## config.mk

```make
export PLATFORM = sky130hd
export DESIGN_NAME = hw_brk_unit
export DESIGN_NICKNAME = d
export VERILOG_FILES = /design/src/rtl/brk_pkg.sv /design/src/rtl/brk_cmd_loader.sv /design/src/rtl/brk_match_slot.sv /design/src/rtl/brk_halt_ctrl.sv /design/src/rtl/hw_brk_unit.sv
export SDC_FILE = /design/constraint.sdc
export NUM_CORES = 1
export LEC_CHECK = 0
export BUFFER_PORTS_ARGS = -buffer_cell sky130_fd_sc_hd__clkbuf_2
export CAP_MARGIN = 10
export CORE_ASPECT_RATIO = 1.4
export CORE_UTILIZATION = 30
export DETAILED_ROUTE_END_ITERATION = 12
export GPL_TIMING_DRIVEN = 0
export SLEW_MARGIN = 10
export SYNTH_ARGS = -nofsm -noshare
export SYNTH_HDL_FRONTEND = slang
export SYNTH_SLANG_ARGS = --single-unit
```

## constraint.sdc

```tcl
create_clock -name clk -period 6.91 [get_ports clk]
set_clock_uncertainty 0.1 [all_clocks]
set_input_delay 0 -clock clk [delete_from_list [all_inputs] [get_ports clk]]
set_output_delay 0 -clock clk [all_outputs]
set_load 0.01 [all_outputs]
```

## src/rtl/brk_pkg.sv

```systemverilog
package brk_pkg;
  localparam logic [7:0] OP_CTRL    = 8'h14;
  localparam logic [7:0] OP_BP_BASE = 8'h15;
  localparam logic [7:0] OP_DEBUG   = 8'h1F;

  typedef enum logic {LD_IDLE, LD_DATA} ld_state_e;
endpackage

```

## src/rtl/brk_cmd_loader.sv

```systemverilog
module brk_cmd_loader
  import brk_pkg::*;
#(
  parameter int NUM_BP = 6,
  parameter int DATA_W = 16,
  parameter int IDX_W  = $clog2(NUM_BP)
) (
  input  logic              clk,
  input  logic              rst,
  input  logic              cmd_valid,
  input  logic [7:0]        cmd_byte,
  output logic              bp_wr_en,
  output logic [IDX_W-1:0]  bp_wr_idx,
  output logic [DATA_W-1:0] bp_wr_data,
  output logic              ctrl_wr_en,
  output logic              dbg_cmd
);
  localparam int NBYTES = DATA_W / 8;
  localparam int CNT_W  = $clog2(NBYTES + 1);

  ld_state_e         state_q;
  logic [7:0]        op_q;
  logic [CNT_W-1:0]  cnt_q;
  logic [DATA_W-1:0] sh_q;
  logic              is_ctrl_q;
  logic              dbg_q;
  logic              op_is_bp, op_is_ctrl, last_byte;

  always_comb begin
    op_is_bp   = (int'(cmd_byte) >= int'(OP_BP_BASE)) &&
                 (int'(cmd_byte) <  int'(OP_BP_BASE) + NUM_BP);
    op_is_ctrl = (cmd_byte == OP_CTRL);
    last_byte  = (cnt_q == CNT_W'(1));
  end

  always_ff @(posedge clk) begin
    if (rst) begin
      state_q   <= LD_IDLE;
      op_q      <= '0;
      cnt_q     <= '0;
      sh_q      <= '0;
      is_ctrl_q <= 1'b0;
      dbg_q     <= 1'b0;
    end else begin
      dbg_q <= 1'b0;
      if (cmd_valid) begin
        if (state_q == LD_IDLE) begin
          if (op_is_bp || op_is_ctrl) begin
            state_q   <= LD_DATA;
            op_q      <= cmd_byte;
            is_ctrl_q <= op_is_ctrl;
            cnt_q     <= op_is_ctrl ? CNT_W'(1) : CNT_W'(NBYTES);
          end else if (cmd_byte == OP_DEBUG) begin
            dbg_q <= 1'b1;
          end
        end else begin
          sh_q  <= {cmd_byte, sh_q[DATA_W-1:8]};
          cnt_q <= cnt_q - CNT_W'(1);
          if (last_byte) state_q <= LD_IDLE;
        end
      end
    end
  end

  assign bp_wr_en   = cmd_valid && (state_q == LD_DATA) && last_byte && !is_ctrl_q;
  assign ctrl_wr_en = cmd_valid && (state_q == LD_DATA) && last_byte && is_ctrl_q;
  assign bp_wr_idx  = IDX_W'(op_q - OP_BP_BASE);
  assign bp_wr_data = {cmd_byte, sh_q[DATA_W-1:8]};
  assign dbg_cmd    = dbg_q;

  assert_wr_on_last_R3: assert property (@(posedge clk) disable iff (rst)
    (bp_wr_en || ctrl_wr_en) |=> (state_q == LD_IDLE));
  assert_one_action_R11: assert property (@(posedge clk) disable iff (rst)
    $onehot0({bp_wr_en, ctrl_wr_en, dbg_q}));
endmodule

```

## src/rtl/brk_match_slot.sv

```systemverilog
module brk_match_slot #(
  parameter int DATA_W = 16,
  parameter int MOD_W  = 4,
  parameter int RIDX_W = 5
) (
  input  logic              reg_mode,
  input  logic [DATA_W-1:0] bp_val,
  input  logic              a_valid,
  input  logic [DATA_W-1:0] a_addr,
  input  logic              r_valid,
  input  logic [MOD_W-1:0]  r_module,
  input  logic [RIDX_W-1:0] r_index,
  output logic              hit
);
  logic addr_hit, reg_hit;

  always_comb begin
    addr_hit = a_valid && (a_addr == bp_val);
    reg_hit  = r_valid && (r_module == bp_val[MOD_W-1:0]) &&
               (r_index == bp_val[MOD_W+RIDX_W-1:MOD_W]);
    hit      = reg_mode ? reg_hit : addr_hit;
  end
endmodule

```

## src/rtl/brk_halt_ctrl.sv

```systemverilog
module brk_halt_ctrl (
  input  logic clk,
  input  logic rst,
  input  logic dbg_cmd,
  input  logic insn_done,
  output logic halt_req
);
  logic pend_q, halt_q;

  always_ff @(posedge clk) begin
    if (rst) begin
      pend_q <= 1'b0;
      halt_q <= 1'b0;
    end else begin
      halt_q <= pend_q && insn_done;
      pend_q <= dbg_cmd || (pend_q && !insn_done);
    end
  end

  assign halt_req = halt_q;

  assert_halt_pulse_R10: assert property (@(posedge clk) disable iff (rst)
    halt_req |=> !halt_req);
  assert_halt_needs_pend_R10: assert property (@(posedge clk) disable iff (rst)
    (!pend_q) |=> !halt_req);
endmodule

```

## src/rtl/hw_brk_unit.sv

```systemverilog
module hw_brk_unit
  import brk_pkg::*;
#(
  parameter int DATA_W  = 16,
  parameter int NUM_PC  = 4,
  parameter int NUM_DU  = 2,
  parameter int MOD_W   = 4,
  parameter int RIDX_W  = 5
) (
  input  logic              clk,
  input  logic              rst,
  input  logic              tlr,
  input  logic              cmd_valid,
  input  logic [7:0]        cmd_byte,
  input  logic              fetch_valid,
  input  logic [DATA_W-1:0] fetch_addr,
  input  logic              dacc_valid,
  input  logic [DATA_W-1:0] dacc_addr,
  input  logic              racc_valid,
  input  logic [MOD_W-1:0]  racc_module,
  input  logic [RIDX_W-1:0] racc_index,
  input  logic              insn_done,
  output logic              break_req,
  output logic              halt_req
);
  localparam int NUM_BP = NUM_PC + NUM_DU;
  localparam int IDX_W  = $clog2(NUM_BP);

  logic              bp_wr_en, ctrl_wr_en, dbg_cmd;
  logic [IDX_W-1:0]  bp_wr_idx;
  logic [DATA_W-1:0] bp_wr_data;
  logic [DATA_W-1:0] bp_q [NUM_BP];
  logic [NUM_BP-1:0] hits;
  logic              dme_q, rege_q, brk_q;

  brk_cmd_loader #(.NUM_BP(NUM_BP), .DATA_W(DATA_W), .IDX_W(IDX_W)) u_loader (
    .clk(clk), .rst(rst || tlr), .cmd_valid(cmd_valid), .cmd_byte(cmd_byte),
    .bp_wr_en(bp_wr_en), .bp_wr_idx(bp_wr_idx), .bp_wr_data(bp_wr_data),
    .ctrl_wr_en(ctrl_wr_en), .dbg_cmd(dbg_cmd)
  );

  always_ff @(posedge clk) begin
    if (rst) begin
      dme_q  <= 1'b0;
      rege_q <= 1'b0;
    end else if (ctrl_wr_en) begin
      dme_q  <= cmd_byte[0];
      rege_q <= cmd_byte[1];
    end
  end

  for (genvar g = 0; g < NUM_BP; g++) begin : g_slot
    localparam bit DUAL = (g >= NUM_PC);

    always_ff @(posedge clk) begin
      if (rst || tlr)                                  bp_q[g] <= '1;
      else if (bp_wr_en && bp_wr_idx == IDX_W'(g))     bp_q[g] <= bp_wr_data;
    end

    brk_match_slot #(.DATA_W(DATA_W), .MOD_W(MOD_W), .RIDX_W(RIDX_W)) u_slot (
      .reg_mode (DUAL ? rege_q : 1'b0),
      .bp_val   (bp_q[g]),
      .a_valid  (DUAL ? dacc_valid : fetch_valid),
      .a_addr   (DUAL ? dacc_addr : fetch_addr),
      .r_valid  (DUAL ? racc_valid : 1'b0),
      .r_module (racc_module),
      .r_index  (racc_index),
      .hit      (hits[g])
    );

    assert_tlr_ones_R12: assert property (@(posedge clk) disable iff (rst)
      tlr |=> (bp_q[g] == '1));
  end

  always_ff @(posedge clk) begin
    if (rst) brk_q <= 1'b0;
    else     brk_q <= dme_q && (|hits);
  end
  assign break_req = brk_q;

  brk_halt_ctrl u_halt (
    .clk(clk), .rst(rst), .dbg_cmd(dbg_cmd), .insn_done(insn_done), .halt_req(halt_req)
  );

  assert_dme_gate_R7: assert property (@(posedge clk) disable iff (rst)
    (!dme_q) |=> !break_req);
  assert_ctrl_hold_R9: assert property (@(posedge clk) disable iff (rst)
    (!ctrl_wr_en) |=> $stable({dme_q, rege_q}));
endmodule

```

==> summary.md <==
| Metric | Value |
|---|---|
| Status | complete, no violations |
| Seq pwr share | 42.9% |
| Core area | 0.0193 mm² |
| Max rail drop VDD | 148 µV |
| Via density | 4.62 |
| Die X | 121 µm |
| Post-synth EDFFs | 96 |
| Global route total overflow | 0 |
| Worst setup EP type | flip-flop |
| Gate power share | 6.1% |
| Post-synth top area cell | edfxtp_1 |
| Startpoint Class | flip-flop |
| Sum Neg Setup Slack | 0 ns |
| Initial DRC Count | 157 |
| Vias | 3877 |
| CP Max Fanout | 2 |
| Clk Latency, worst-skew pair | 0.42 ns |
| CTS clk-pin slew, worst paths | 0.05 ns |
| Proportion of layout cells with a drive suffix above 1 | 23.8% |
| First-pass GRT wire length | 22.6 mm |
| Total global-route track usage | 15.3% |
| Internal power | 0.00140 W |
| Pin count of the biggest net entering global routing | 17 |
| Ranking of synthesized cells by area | edfxtp_1, xnor2_1, dfxtp_1, or2_2, nand2b_1 |
| Max H-tree Level | 4 |
| Hold WC Path Type | in2reg |
| Final Util | 37.4% |
| Slew Limit Fails | 0 |
| TritonCTS Buffers | 17 |
| Yosys warns | 0 |
| Worst Max-Slew Pin Slew | 0.796 ns |
| Hold Slack | 0.130 ns |
| Residual DRC count | 0 |
| CTS tree | yes |
| Initial Util | 30.7% |
| Setup CP Type | reg2reg |
| Root Buffer | clkbuf_16 |
| Switching Share | 21.0% |
| Nets@finish | 639 |
| RSZ-0062 raised after global routing | no |
| Critical path arrival | 2.69 ns |
| Routed Antenna Nets | 0 |
| N_diodes | 0 |
| Initial antenna violation count | 0 |
| Number of max-cap violations | 0 |
| Final Cycle Share | 35.2% |
| Post-synthesis sequential area ratio | 55.8% |
| Lkg Pwr | 2.19 nW |
| Top_reg_cell synth | edfxtp_1 |
| RePlAce Congestion | 0.836 |
| Count of cell types in the netlist | 40 |
| Synthesized area per cell | 11.8 µm² |
| Area growth from synthesis to layout | 21.8% |
| Number of global-route vias before repair | 4131 |
| Synthesized instance count | 503 |
| Final Critical Period | 2.44 ns |
| CTS Hold Buffers Added | 16 |
| IO buf count | 41 |
| Worst relative slew slack | 46.8% |
| Clock Sinks | 117 |
| Dpl hpwl | 11.0 mm |
| Switch Pwr | 0.000372 W |
| DRT Pass-1 Iters | 4 |
| Synthesized flop and latch total | 117 |
| WL final | 14.9 mm |
| Synthesized area | 0.00592 mm² |
| PD cells | 246 mW/mm² |
| Mapped Nets | 562 |
| Final Hold Vio Count | 0 |
| Max Freq | 0.411 GHz |
| CTS resizes | 0 |
| Critical Path RT | 7.16 ns |
| Post-CTS setup buffers | 0 |
| Die ar. | 0.0203 mm² |
| Post-synth top area share | 48.7% |
| Async SR Flop Fraction | 0% |
| FP Rows | 60 |
| Max Root-Sink Buffers | 2 |
| Final Setup Violations | 0 |
| Die height | 168 µm |
| Boundary pin count | 59 |
| DR WL/cell | 17.8 µm |
| Clock Power Share | 50.9% |
==> cells by family after synthesis <==
logic type      share of synthesized area, %
buf+inv                                 3.13
compound gates                          2.18
fa+ha+maj                              0.422
mux                                    0.845
flops                                   55.8
xor+xnor                                16.9
simple gates                            20.8
==> critical path, cell delays in order, from the launching register on <==
cell and delay (ns):
edfxtp_1 0.43, xnor2_1 0.33, nand4_1 0.17, nor4_1 0.30, o21ai_0 0.12, a311oi_1 0.31
dlygate4sd3_1 0.61
==> layout by cell type (no fill, tap or decap), types with 2 or more instances in the layout <==
master | netlist | routed
clkinv_1 | 0 | 2
nand3_2 | 2 | 2
nand3_1 | 3 | 3
clkinv_2 | 0 | 5
ha_1 | 2 | 2
a21oi_1 | 14 | 14
buf_2 | 4 | 4
inv_1 | 4 | 4
nor3_4 | 2 | 2
nor2b_1 | 5 | 5
buf_4 | 3 | 3
bufinv_16 | 0 | 4
nand3b_1 | 2 | 2
xnor2_1 | 112 | 112
edfxtp_1 | 96 | 96
clkbuf_16 | 0 | 17
mux2i_1 | 5 | 5
or2_2 | 35 | 35
nor2_1 | 11 | 11
nor4_1 | 9 | 9
clkbuf_2 | 18 | 59
o21ai_0 | 5 | 4
dfxtp_1 | 21 | 21
xor2_1 | 2 | 2
nand2_1 | 34 | 34
clkbuf_1 | 7 | 9
or2_1 | 30 | 30
nand2b_1 | 32 | 32
dlygate4sd3_1 | 0 | 16
nand4_1 | 30 | 30
==> worst paths after layout <==
path                                     to                   startpoint  depth (start not counted)  slack (ns)
min          u_loader.cnt_q[1]$_SDFFE_PP0P_                  cmd_byte[0]                          6        0.13
max                    break_req$_SDFF_PP0_     bp_q[5][3]$_SDFFCE_PN1P_                          6        4.47
min reg2reg        u_halt.pend_q$_SDFF_PP0_  u_loader.dbg_cmd$_SDFF_PP0_                          2        0.36
max reg2reg            break_req$_SDFF_PP0_     bp_q[5][3]$_SDFFCE_PN1P_                          6        4.47
==> registers in the layout, summed over array words and instances, names as in the netlist, 2 cells and up <==
name	cells
bp_q	96
u_loader.op_q	3
u_loader.cnt_q	2
u_loader.sh_q	8
==> cells in the mapped netlist (3+ instances only) <==
cell type  instances
xnor2_1          112
nand2b_1          32
nand2_1           34
or2_1             30
or2_2             35
nand3_1            3
nor2b_1            5
inv_1              4
dfxtp_1           21
edfxtp_1          96
o21ai_0            5
mux2i_1            5
nor2_1            11
nor4_1             9
a21oi_1           14
buf_2              4
nand4_1           30
clkbuf_2          18
buf_4              3
clkbuf_1           7
==> through the flow <==
stage | cells | instance area [µm²] | worst slack, ns | total power [W]
4_1_cts | 840 | 7210 | 4.49 | 0.00178
6_report | 840 | 7210 | 4.47 | 0.00177
3_5_place_dp | 793 | 6460 | 4.52 | 0.000879
3_3_place_gp | 792 | 6440 | 3.13 | 0.000877
5_1_grt | 840 | 7210 | 4.26 | 0.00181
2_1_floorplan | 503 | 5920 | 4.00 | 0.000835
==> area by class of cell <==
| class | instances | area [µm²] |
|---|---|---|
| Fill cell | 1874 | 12100 |
| Sequential cell | 117 | 3300 |
| Multi-Input combinational cell | 349 | 2440 |
| Clock buffer | 19 | 433 |
| Timing Repair Buffer | 58 | 380 |
| Tap cell | 248 | 310 |
| Buffer | 33 | 170 |
| Clock inverter | 12 | 161 |
| Inverter | 4 | 15.0 |
==> layer usage <==
layer | wire, µm | GRT usage, % | vias up
li1 | - | - | 1882
met1 | 5950 | 16.5 | 1869
met2 | 8030 | 28.7 | 100
met3 | 586 | 3.25 | 26
met4 | 352 | 6.17 | 0
met5 | 0 | 0 | -
==> power by group through the flow <==
| stage | clock network, W | registers [W] | logic [W] |
|---|---|---|---|
| 3_3_place_gp | 0 | 0.000775 | 0.000102 |
| 5_1_grt | 0.000932 | 0.000760 | 0.000117 |
| 6_report | 0.000903 | 0.000761 | 0.000109 |
| 2_1_floorplan | 0 | 0.000775 | 0.0000598 |
| 3_5_place_dp | 0 | 0.000775 | 0.000104 |
| 4_1_cts | 0.000908 | 0.000761 | 0.000111 |
Note: power is estimated with default switching activity, not from simulation.
